[src/rtl/wd_pkg.sv]
package wd_pkg;
    typedef enum logic [1:0] {
        WD_STOP = 2'd0,
        WD_RUN  = 2'd1,
        WD_FIRE = 2'd2
    } wd_state_t;

    localparam int CTRL_ADDR   = 0;
    localparam int RELOAD_ADDR = 1;
    localparam int RUN_BIT     = 0;
    localparam int KICK_BIT    = 1;
    localparam int FLAG_BIT    = 2;
endpackage

[src/rtl/wd_regs.sv]
module wd_regs
    import wd_pkg::*;
#(
    parameter int DATA_W = 8,
    parameter int ADDR_W = 2
) (
    input  logic              clk,
    input  logic              por_n,
    input  logic              sys_rst_n,
    input  logic              wr_en_i,
    input  logic [ADDR_W-1:0] addr_i,
    input  logic [DATA_W-1:0] wdata_i,
    input  logic              kick_done_i,
    input  logic              ovf_i,
    input  logic              fire_i,
    output logic              run_o,
    output logic              kick_o,
    output logic [DATA_W-1:0] reload_o,
    output logic [DATA_W-1:0] rdata_o
);
    logic              run_q, kick_q, flag_q;
    logic [DATA_W-1:0] reload_q;
    logic              wr_ctrl, wr_reload;

    assign wr_ctrl   = wr_en_i && (addr_i == ADDR_W'(CTRL_ADDR));
    assign wr_reload = wr_en_i && (addr_i == ADDR_W'(RELOAD_ADDR));

    // start bit, refresh request and staging reload value: both resets
    always_ff @(posedge clk) begin
        if (!por_n || !sys_rst_n) begin
            run_q    <= 1'b0;
            kick_q   <= 1'b0;
            reload_q <= '0;
        end else begin
            if (wr_ctrl) run_q <= wdata_i[RUN_BIT];
            kick_q <= (wr_ctrl && wdata_i[KICK_BIT]) || (kick_q && !kick_done_i);
            if (wr_reload) reload_q <= wdata_i;
        end
    end

    // status flag: power-on reset only, set beats clear
    always_ff @(posedge clk) begin
        if (!por_n)                            flag_q <= 1'b0;
        else if (ovf_i)                        flag_q <= 1'b1;
        else if (wr_ctrl && wdata_i[FLAG_BIT]) flag_q <= 1'b0;
    end

    always_comb begin
        rdata_o = '0;
        if (addr_i == ADDR_W'(CTRL_ADDR)) begin
            rdata_o[RUN_BIT]  = run_q;
            rdata_o[KICK_BIT] = kick_q;
            rdata_o[FLAG_BIT] = flag_q;
        end else if (addr_i == ADDR_W'(RELOAD_ADDR)) begin
            rdata_o = reload_q;
        end
    end

    assign run_o    = run_q;
    assign kick_o   = kick_q;
    assign reload_o = reload_q;

    AST_FLAG_STICKY: assert property (@(posedge clk) disable iff (!por_n)
        (flag_q && !(wr_ctrl && wdata_i[FLAG_BIT])) |=> flag_q);
    AST_OVF_SETS_FLAG: assert property (@(posedge clk) disable iff (!por_n)
        ovf_i |=> flag_q);
    AST_KICK_SELF_CLEAR: assert property (@(posedge clk) disable iff (!por_n || !sys_rst_n)
        (kick_q && !fire_i && !(wr_ctrl && wdata_i[KICK_BIT])) |=> !kick_q);
endmodule

[src/rtl/wd_fsm.sv]
module wd_fsm
    import wd_pkg::*;
#(
    parameter int CNT_W        = 8,
    parameter int PULSE_CYCLES = 4
) (
    input  logic             clk,
    input  logic             rst_n,
    input  logic             tick_i,
    input  logic             run_i,
    input  logic             kick_i,
    input  logic [CNT_W-1:0] reload_i,
    output logic             kick_done_o,
    output logic             ovf_o,
    output logic             fire_o
);
    localparam int PW = $clog2(PULSE_CYCLES + 1);
    localparam logic [CNT_W-1:0] CNT_MAX   = '1;
    localparam logic [PW-1:0]    PULSE_TOP = PW'(PULSE_CYCLES - 1);

    wd_state_t        state_q, state_d;
    logic [CNT_W-1:0] cnt_q, act_q;
    logic [PW-1:0]    pul_q;
    logic             inc, pulse_end, at_max;

    assign at_max    = (cnt_q == CNT_MAX);
    assign pulse_end = (pul_q == '0);

    // state register
    always_ff @(posedge clk) begin
        if (!rst_n) state_q <= WD_STOP;
        else        state_q <= state_d;
    end

    // next state
    always_comb begin
        state_d = state_q;
        unique case (state_q)
            WD_STOP: if (run_i) state_d = WD_RUN;
            WD_RUN: begin
                if (!run_i)                              state_d = WD_STOP;
                else if (tick_i && !kick_i && at_max)    state_d = WD_FIRE;
            end
            WD_FIRE: if (pulse_end) state_d = run_i ? WD_RUN : WD_STOP;
            default: state_d = WD_STOP;
        endcase
    end

    // outputs
    always_comb begin
        kick_done_o = kick_i && (state_q != WD_FIRE);
        ovf_o       = (state_q == WD_RUN) && (state_d == WD_FIRE);
        fire_o      = (state_q == WD_FIRE);
        inc         = (state_q == WD_RUN) && run_i && tick_i && !kick_i && !at_max;
    end

    // counter, refresh-captured reload value, pulse timer
    always_ff @(posedge clk) begin
        if (!rst_n) begin
            cnt_q <= '0;
            act_q <= '0;
            pul_q <= '0;
        end else begin
            if (kick_done_o) begin
                cnt_q <= reload_i;
                act_q <= reload_i;
            end else if (inc) begin
                cnt_q <= cnt_q + 1'b1;
            end else if (fire_o && pulse_end) begin
                cnt_q <= act_q;
            end
            if (ovf_o)                    pul_q <= PULSE_TOP;
            else if (fire_o && !pulse_end) pul_q <= pul_q - 1'b1;
        end
    end

    AST_FIRE_HOLD: assert property (@(posedge clk) disable iff (!rst_n)
        (state_q == WD_FIRE && pul_q != '0) |=> (state_q == WD_FIRE));
    AST_FIRE_ENTRY: assert property (@(posedge clk) disable iff (!rst_n)
        $rose(fire_o) |-> (pul_q == PULSE_TOP));
    AST_STOP_HOLDS: assert property (@(posedge clk) disable iff (!rst_n)
        (state_q == WD_STOP && !kick_i) |=> (cnt_q == $past(cnt_q)));
    AST_REFRESH_LOAD: assert property (@(posedge clk) disable iff (!rst_n)
        (kick_i && state_q != WD_FIRE) |=> (cnt_q == $past(reload_i) && !fire_o));
endmodule

[src/rtl/watchdog_unit.sv]
module watchdog_unit #(
    parameter int CNT_W        = 8,
    parameter int PULSE_CYCLES = 4,
    parameter int ADDR_W       = 2
) (
    input  logic              clk,
    input  logic              por_n,
    input  logic              sys_rst_n,
    input  logic              tick,
    input  logic              wr_en,
    input  logic [ADDR_W-1:0] addr,
    input  logic [CNT_W-1:0]  wdata,
    output logic [CNT_W-1:0]  rdata,
    output logic              rst_req
);
    logic             run, kick, kick_done, ovf, fire, core_rst_n;
    logic [CNT_W-1:0] reload;

    assign core_rst_n = por_n && sys_rst_n;
    assign rst_req    = fire;

    wd_regs #(.DATA_W(CNT_W), .ADDR_W(ADDR_W)) u_regs (
        .clk(clk), .por_n(por_n), .sys_rst_n(sys_rst_n),
        .wr_en_i(wr_en), .addr_i(addr), .wdata_i(wdata),
        .kick_done_i(kick_done), .ovf_i(ovf), .fire_i(fire),
        .run_o(run), .kick_o(kick), .reload_o(reload), .rdata_o(rdata)
    );

    wd_fsm #(.CNT_W(CNT_W), .PULSE_CYCLES(PULSE_CYCLES)) u_fsm (
        .clk(clk), .rst_n(core_rst_n), .tick_i(tick),
        .run_i(run), .kick_i(kick), .reload_i(reload),
        .kick_done_o(kick_done), .ovf_o(ovf), .fire_o(fire)
    );

    AST_POR_QUIET: assert property (@(posedge clk) !por_n |=> !rst_req);
endmodule

[config.mk]
export PLATFORM = sky130hd
export DESIGN_NAME = watchdog_unit
export DESIGN_NICKNAME = d
export VERILOG_FILES = /design/src/rtl/wd_pkg.sv /design/src/rtl/wd_regs.sv /design/src/rtl/wd_fsm.sv /design/src/rtl/watchdog_unit.sv
export SDC_FILE = /design/constraint.sdc
export NUM_CORES = 1
export LEC_CHECK = 0
export CORE_ASPECT_RATIO = 0.75
export CORE_MARGIN = 5
export CORE_UTILIZATION = 50
export CTS_CLUSTER_SIZE = 30
export DETAILED_ROUTE_END_ITERATION = 8
export GPL_TIMING_DRIVEN = 0
export PLACE_DENSITY = 0.79
export SLEW_MARGIN = 20
export SYNTH_ARGS = -nofsm -noshare
export SYNTH_HDL_FRONTEND = slang
export SYNTH_SLANG_ARGS = --single-unit
[constraint.sdc]
create_clock -name clk -period 4.5 [get_ports clk]
set_clock_uncertainty 0.15 [all_clocks]
set_input_delay 0.9 -clock clk [delete_from_list [all_inputs] [get_ports clk]]
set_output_delay 0.9 -clock clk [all_outputs]
set_load 0.05 [all_outputs]
==> results of run 1 <==
## routing by layer
metal | wire (um) | part of all wire (%)
met1 | 1933 | 54
met2 | 1395 | 39
met3 | 240 | 6.7
met4 | 31 | 0.86
met5 | 0 | 0
## sequential cells by signal, indices dropped and copies added (netlist names)
register	flops
u_fsm.act_q	8
u_fsm.cnt_q	8
u_regs.reload_o	8
u_fsm.pul_q	3
u_fsm.state_q	2
u_regs.flag_q	1
u_regs.kick_o	1
u_regs.run_o	1
## synth_stat cells, types with 2 or more instances
library cell	number	share of area, %
o21ai_0	8	2.5
clkbuf_1	3	0.72
dfxtp_1	32	41
buf_6	2	1.4
and2_1	6	2.4
ha_1	3	2.4
nor2_1	9	2.1
o21ai_2	2	1.1
nand3_1	12	3.8
a21o_1	2	0.95
buf_2	3	0.95
o211a_1	2	1.3
mux2i_1	4	2.5
a21oi_1	21	6.7
xnor2_1	4	2.2
nand2_1	40	9.5
xor2_1	2	1.1
inv_1	5	1.2
o211ai_1	4	1.9
a31oi_1	7	2.8
## report_power, final
| part | switching, mW | internal (mW) |
|---|---|---|
| logic | 0.0164 | 0.0158 |
| clock network | 0.102 | 0.136 |
| registers | 0.00162 | 0.285 |
## tightest hold or removal path, cell delays in order (launching register included)
cell     delay, ns
dfxtp_1       0.31
nand2_1       0.05
a21oi_1       0.05
## cell type report
| cell class | count | area, um^2 |
|---|---|---|
| fill | 276 | 1051 |
| multi-input combinational | 148 | 857.1 |
| sequential | 32 | 640.6 |
| timing repair buffer | 21 | 210.2 |
| clock buffer | 7 | 96.34 |
| buffer | 9 | 56.30 |
| tap | 38 | 47.55 |
| inverter | 5 | 18.77 |
## layout by cell type (no fill, tap or decap), types with 2 or more instances in the layout
master	instances
nand2_1	40
a31oi_1	7
clkbuf_1	3
nand3_1	12
and2_1	6
a21o_1	2
clkbuf_8	7
o211ai_1	4
o21ai_0	8
o211a_1	2
xnor2_1	4
buf_6	2
clkdlybuf4s50_1	21
dfxtp_1	32
xor2_1	2
ha_1	3
buf_2	3
a21oi_1	21
inv_1	5
o21ai_2	2
mux2i_1	4
nor2_1	9
## worst max-delay path by stage
stage	startpoint	to	slack, ns	cells past startpoint
floorplan	addr[0]	rdata[3]	1.43	4
global placement	addr[1]	rdata[5]	0.58	5
detailed placement	addr[1]	rdata[6]	0.60	5
CTS	addr[1]	rdata[6]	0.58	5
global route	addr[1]	rdata[6]	0.47	5
finish	addr[1]	rdata[6]	0.57	5
## per-stage QoR
| stage | util (%) | instance area [um^2] | instances |
|---|---|---|---|
| after floorplan | - | 1573 | 194 |
| after global placement | 61.47 | 1831 | 253 |
| after detailed placement | 61.47 | 1831 | 253 |
| after CTS | 64.71 | 1927 | 260 |
| after global routing | 64.71 | 1927 | 260 |
| final | 64.71 | 1927 | 260 |
## kinds of logic (layout without fill, tap and decap cells)
logic type | Yosys count | count (layout) | share of synthesized area [%]
simple gates | 79 | 79 | 23.47
compound gates | 55 | 55 | 22.04
flops | 32 | 32 | 40.73
buf+inv | 14 | 42 | 4.773
xor+xnor | 6 | 6 | 3.341
mux | 5 | 5 | 3.262
fa+ha+maj | 3 | 3 | 2.387
==> flow_metrics.tcl, run 1 <==
set metrics [dict create \
    dpl.hpwl_mm 2.589 \
    fp-row-count 17 \
    timing.rr.start "u_fsm.pul_q[0]" \
    syn_area_per_cell_um2 8.107 \
    synth_area_um2 1573 \
    area_delta_synth_final_pct 22.51 \
    max-slew-margin-rel_pct 66.17 \
    gr-usage-all-layers_pct 18.60 \
    power_leakage_nw 0.6539 \
    setup_slack_ns 0.5715 \
    post-route-drc-count 0 \
    hold_path_class "flip-flop to flip-flop" \
    cts_root_buf "clkbuf_8" \
    pin_count 24 \
    antenna_left 0 \
    slowest_stage "clkdlybuf4s50_1" \
    post-cts-setup-buffers 0 \
    use_met3_pct 6.655 \
    ctsHtreeMaxLevel 2 \
    critPathMaxFanout 10 \
    layout-drive-gt1-share_pct 10.36 \
    power_mw 0.5562 \
    synth_fp_nets 212 \
    use_met1_pct 27.21 \
    clk_pin_slew_ns 0.07 \
    routedWlPerCell_um 13.85 \
    cts-buffers-inserted 5 \
    synth_edf_count 0 \
    maxCapViolations 0 \
    final_hold_viol_count 0 \
    slew_violations 0 \
    worst-r2r-cell-count 7 \
    period_share_pct 87.30 \
    use_met2_pct 24.41 \
    grt_pass1_wl_mm 6.099 \
    status "finished, final reports clean" \
    grt_pass1_vias 1325 \
    grt.busiest_layer "met1" \
    startpoint_type "input pin" \
    cts_tree "yes" \
    drtIter0Drc 57 \
    fp.dieH_um 58.57 \
    critPathCaptureType "output pin" \
    hold_path_startpoint "u_fsm.act_q[1]" \
    synthFlopType "dfxtp_1" \
    coreArea_um2 2978 \
    yosys_warnings 0 \
    async_flop_share_pct 0 \
    path_buf_inv 3 \
    worstMarginPinSlew_ns 0.5059 \
    worstSetupPathType "input pin to output pin" \
    required_ns 3.45 \
    gp_congestion 0.7894 \
    clock_latency_ns 0.28 \
    holdBufCountCts 0 \
    nNetsFinal 240 \
    rrSetupSlack_ns 2.61 \
    n_antenna_cell 0 \
    critical_path.max_stage_delay_ns 0.80 \
    clockBufferDepth 2 \
    yosysUniqueCellTypes 43 \
    holdWs_ns 0.3018 \
    synthCells 194 \
    finalCriticalPeriod_ns 3.928 \
    critical_path_arrival_ns 2.88 \
    r2r_end "u_fsm.cnt_q[2]" \
    crit_chain "clkdlybuf4s50_1 -> nor2b_1 -> buf_2 -> and2_1 -> clkdlybuf4s50_1" \
    synth_seq_cells 32 \
    critical-path-top-delay-family "buffers and inverters" \
    power_density_nw_per_um2 288.7 \
    ys_seq_area_share_pct 40.73 \
    setup_viol 0 \
    die-width_um 74.76 \
    totalWireLength_mm 3.601 \
    initial_utilization_pct 52.82 \
    fin_tns_setup_ns 0 \
    min_path_cells 2 \
    max_freq_mhz 254.6 \
    num_vias 1407 \
    viasPerCell 5.412 \
    rsz0062_at_grt "no" \
    critPathMostFrequentCell "clkdlybuf4s50_1" \
    detailedPlace.worstSlack_ns 0.6047 \
    gr-total-overflow 0 \
    whs_endpoint "u_fsm.act_q[1]" \
    drt_pass1_iterations 4 \
    antenna_found_initial 0 \
    portBuffers 21 \
    die_area_um2 4379 \
    grt_max_degree 11 \
    cts-resized-gates 0 \
    clock-sinks 32 \
    irDropWorstVdd_mv 0.1816 \
]
Power figures use the tool's default switching activity.
==> run 2: changes to the inputs <==
--- a/config.mk
+++ b/config.mk
@@ -6,10 +6,10 @@
 export NUM_CORES = 1
 export LEC_CHECK = 0
 export CORE_ASPECT_RATIO = 0.75
-export CORE_MARGIN = 5
 export CORE_UTILIZATION = 50
 export CTS_CLUSTER_SIZE = 30
 export DETAILED_ROUTE_END_ITERATION = 8
+export GPL_ROUTABILITY_DRIVEN = 0
 export GPL_TIMING_DRIVEN = 0
 export PLACE_DENSITY = 0.79
 export SLEW_MARGIN = 20
==> flow_metrics.tcl, run 2 (synthesized netlist as in run 1, its figures left out) <==
set metrics [dict create \
    status "finished, final reports clean" \
    grt_pass1_vias 1418 \
    grt.busiest_layer "met2" \
    worstMarginPinSlew_ns 0.4974 \
    hold_path_startpoint "u_fsm.act_q[1]" \
    cts_root_buf "clkbuf_8" \
    clockBufferDepth 2 \
    nNetsFinal 240 \
    gr-total-overflow 0 \
    maxCapViolations 0 \
    p_int_mw 0.4367 \
    period_share_pct 86.55 \
    max_freq_mhz 256.7 \
    pin_count 24 \
    use_met1_pct 34.27 \
    r2r_end "u_fsm.cnt_q[1]" \
    place_inst 253 \
    setup_slack_ns 0.6051 \
    timing.rr.start "u_fsm.cnt_q[0]" \
    critical_path_arrival_ns 2.84 \
    drtIter0Drc 113 \
    layout-drive-gt1-share_pct 10.36 \
    holdWs_ns 0.3023 \
    clk_pin_slew_ns 0.06 \
    startpoint_type "input pin" \
    drt_pass1_iterations 4 \
    irDropWorstVdd_mv 0.1629 \
    grt_pass1_wl_mm 6.292 \
    final_hold_viol_count 0 \
    holdBufCountCts 0 \
    pwr-share-seq_pct 51.4 \
    setup_viol 0 \
    gr-usage-all-layers_pct 25.54 \
    die-width_um 66.76 \
    pwr-share-clk_pct 42.8 \
    num_vias 1449 \
    viasPerCell 5.573 \
    rrSetupSlack_ns 2.58 \
    finalCriticalPeriod_ns 3.895 \
    critPathMaxFanout 10 \
    use_met3_pct 7.727 \
    fp.dieH_um 50.57 \
    antenna_left 0 \
    min_path_cells 2 \
    n_antenna_cell 0 \
    swShare_pct 21.64 \
    cts_tree "yes" \
    required_ns 3.45 \
    layout_commonest_cell "nand2_1" \
    clock_latency_ns 0.28 \
    totalWireLength_mm 3.719 \
    path_buf_inv 3 \
    hold_path_class "flip-flop to flip-flop" \
    max-slew-margin-rel_pct 66.73 \
    fp-row-count 17 \
    area_delta_synth_final_pct 22.51 \
    critical_path.max_stage_delay_ns 0.80 \
    cts-buffers-inserted 5 \
    fin_tns_setup_ns 0 \
    critPathMostFrequentCell "clkdlybuf4s50_1" \
    crit_chain "clkdlybuf4s50_1 -> nor2b_1 -> buf_2 -> and2_1 -> clkdlybuf4s50_1" \
    routedWlPerCell_um 14.30 \
    clock-sinks 32 \
    slowest_stage "clkdlybuf4s50_1" \
    detailedPlace.worstSlack_ns 0.6121 \
    use_met2_pct 38.72 \
    rsz0062_at_grt "no" \
    p_sw_mw 0.1206 \
    ctsHtreeMaxLevel 2 \
    antenna_found_initial 0 \
    grt_max_degree 11 \
    power_leakage_nw 0.6539 \
    pwr-share-comb_pct 5.8 \
    cts-resized-gates 0 \
    worstSetupPathType "input pin to output pin" \
    whs_endpoint "u_fsm.act_q[1]" \
    post-route-drc-count 0 \
    dpl.hpwl_mm 2.793 \
    post-cts-setup-buffers 0 \
    post_layout_nonfiller_instances 260 \
    final_cell_mix "40 x nand2_1, 32 x dfxtp_1, 21 x a21oi_1, 21 x clkdlybuf4s50_1, 12 x nand3_1" \
    slew_violations 0 \
    initial_utilization_pct 53.20 \
    worst-r2r-cell-count 6 \
    critical-path-top-delay-family "buffers and inverters" \
    power_density_nw_per_um2 289.2 \
    portBuffers 21 \
    coreArea_um2 2957 \
    die_area_um2 3376 \
    fin_util_pct 65.17 \
    critPathCaptureType "output pin" \
]
-- run 2: layout make-up --
type,count,area [um^2]
flip-flops and latches,32,640.6
inverters,5,18.77
plain buffers,9,56.30
fillers,244,1030
clock buffers,7,96.34
well taps,38,47.55
multi-input cells,148,857.1
repair buffers,21,210.2
-- run 2: per-stage QoR --
stage | total power, mW | instance area (um^2)
2_1_floorplan | 0.3082 | 1573
3_3_place_gp | 0.3239 | 1831
3_5_place_dp | 0.3247 | 1831
4_1_cts | 0.5596 | 1927
5_1_grt | 0.5755 | 1927
6_report | 0.5573 | 1927
-- run 2: power by group through the flow --
stage	clock network (mW)	registers, mW	logic [mW]
floorplan	0	0.292	0.0161
global placement	0	0.293	0.0313
detailed placement	0	0.293	0.0321
CTS	0.241	0.286	0.0322
global route	0.254	0.286	0.0351
finish	0.239	0.286	0.0323
-- run 2: metal layers --
metal,vias to the layer above,part of all wire (%)
met3,5,4.4
met5,-,0
met2,34,44
li1,741,-
met4,0,1.2
met1,669,50
-- run 2: how the worst max path moves through the flow --
stage                       start        to  slack, ns  cells after the start
after global placement    addr[1]  rdata[5]       0.64                      5
after floorplan           addr[0]  rdata[3]       1.43                      4
after detailed placement  addr[1]  rdata[6]       0.61                      5
after CTS                 addr[1]  rdata[6]       0.60                      5
after global routing      addr[1]  rdata[6]       0.48                      5
final                     addr[1]  rdata[6]       0.61                      5
-- run 2: worst min-delay path, cell delays in order, from the launching register on --
cell and delay (ns):
dfxtp_1 0.31, nand2_1 0.05, a21oi_1 0.05
==> run 3: changes to the inputs <==
--- a/config.mk
+++ b/config.mk
@@ -5,13 +5,15 @@
 export SDC_FILE = /design/constraint.sdc
 export NUM_CORES = 1
 export LEC_CHECK = 0
+export CELL_PAD_IN_SITES_DETAIL_PLACEMENT = 1
+export CELL_PAD_IN_SITES_GLOBAL_PLACEMENT = 2
 export CORE_ASPECT_RATIO = 0.75
-export CORE_UTILIZATION = 50
+export CORE_UTILIZATION = 33
 export CTS_CLUSTER_SIZE = 30
 export DETAILED_ROUTE_END_ITERATION = 8
 export GPL_ROUTABILITY_DRIVEN = 0
 export GPL_TIMING_DRIVEN = 0
-export PLACE_DENSITY = 0.79
+export PLACE_DENSITY = 0.86
 export SLEW_MARGIN = 20
 export SYNTH_ARGS = -nofsm -noshare
 export SYNTH_HDL_FRONTEND = slang
==> flow_metrics.tcl, run 3 (synthesized netlist as in run 1, its figures left out) <==
set metrics [dict create \
    critPathCaptureType "output pin" \
    irDropWorstVdd_mv 0.1223 \
    routedWlPerCell_um 14.58 \
    power_leakage_nw 0.6490 \
    setup_viol 0 \
    area_delta_synth_final_pct 23.63 \
    antenna_left 0 \
    period_share_pct 87.67 \
    maxCapViolations 0 \
    placed_cell_area_um2 1854 \
    ctsHtreeMaxLevel 2 \
    r2r_end "u_fsm.cnt_q[1]" \
    totalWireLength_mm 4.082 \
    viasPerCell 5.054 \
    status "finished, final reports clean" \
    fp.dieH_um 61.79 \
    worstSetupPathType "input pin to output pin" \
    required_ns 3.45 \
    final_hold_viol_count 0 \
    clock_latency_ns 0.28 \
    cts-resized-gates 0 \
    critPathMaxFanout 10 \
    gr-total-overflow 0 \
    startpoint_type "input pin" \
    post-cts-setup-buffers 0 \
    initial_utilization_pct 34.80 \
    rrSetupSlack_ns 2.57 \
    finalCriticalPeriod_ns 3.945 \
    timing.rr.start "u_fsm.cnt_q[0]" \
    endpoint "rdata[4]" \
    cts_tree "yes" \
    gr-usage-all-layers_pct 18.90 \
    slew_violations 0 \
    fin_area_um2 1944 \
    power_mw 0.5494 \
    max_freq_mhz 253.5 \
    rsz0062_at_grt "no" \
    grt_max_degree 11 \
    die_area_um2 5049 \
    nNetsFinal 240 \
    fp-row-count 21 \
    final_cell_mix "40 x nand2_1, 32 x dfxtp_1, 21 x a21oi_1, 21 x clkdlybuf4s50_1, 12 x nand3_1" \
    route.met2.wl_mm 1.625 \
    hold_path_class "flip-flop to flip-flop" \
    dpl.hpwl_mm 3.068 \
    critical_path_arrival_ns 2.89 \
    fin_tns_setup_ns 0 \
    drtIter0Drc 43 \
    num_vias 1415 \
    n_antenna_cell 0 \
    layout-drive-gt1-share_pct 9.865 \
    post-route-drc-count 0 \
    grt_pass1_vias 1405 \
    cp-startpoint "addr[1]" \
    coreArea_um2 4519 \
    die-width_um 81.72 \
    clock-sinks 32 \
    power_density_nw_per_um2 282.5 \
    cts_root_buf "clkbuf_8" \
    top_layer "met4" \
    max-slew-margin-rel_pct 66.29 \
    portBuffers 21 \
    antenna_found_initial 0 \
    clk_pin_slew_ns 0.07 \
    wl_met1_mm 2.213 \
    clockBufferDepth 2 \
    cts-buffers-inserted 5 \
    worstMarginPinSlew_ns 0.5040 \
    holdBufCountCts 0 \
    grt_pass1_wl_mm 6.872 \
    drt_pass1_iterations 4 \
    met3WireLength_um 219 \
    layout_commonest_cell "nand2_1" \
    worst-r2r-cell-count 6 \
    pin_count 24 \
]
-- run 3: area by class of cell --
cell class              instances  area [um^2]
fillers                       581         2575
multi-input cells             148        857.1
flip-flops and latches         32        640.6
repair buffers                 21        210.2
clock buffers                   8        90.09
well taps                      57        71.32
plain buffers                   9        56.30
inverters                       5        18.77
-- run 3: worst min-delay path by stage --
stage                         from              to  cells past startpoint
floorplan           u_fsm.act_q[1]  u_fsm.act_q[1]                      2
global placement    u_fsm.act_q[5]  u_fsm.act_q[5]                      2
detailed placement  u_fsm.act_q[0]  u_fsm.act_q[0]                      2
CTS                 u_fsm.act_q[0]  u_fsm.act_q[0]                      2
global route        u_fsm.act_q[4]  u_fsm.act_q[4]                      2
finish              u_fsm.act_q[0]  u_fsm.act_q[0]                      2
-- run 3: through the flow --
stage	setup slack, ns	utilization (%)	cells	hold slack (ns)
after floorplan	1.427	-	194	0.2826
after global placement	0.5653	41.03	272	0.2913
after detailed placement	0.5474	41.03	272	0.2956
after CTS	0.5438	43.02	280	0.3051
after global routing	0.4530	43.02	280	0.3380
final	0.5550	43.02	280	0.3028
-- run 3: metal layers --
layer  global-route usage [%]  vias to the layer above
met5                        0                        -
met4                    5.263                        0
met3                    6.423                        2
met2                    27.74                       34
met1                    26.40                      644
li1                         -                      735
-- run 3: report_power, final --
part / internal (mW) / total (mW) / switching [mW] / leakage [nW]
Clock: 0.125 / 0.230 / 0.105 / 0.0455
Sequential: 0.285 / 0.286 / 0.00166 / 0.258
Combinational: 0.0158 / 0.0328 / 0.0170 / 0.346
-- run 3: critical path: stages --
cell and delay, ns:
clkdlybuf4s50_1 0.48, nor2b_1 0.30, buf_2 0.26, and2_1 0.15, clkdlybuf4s50_1 0.80
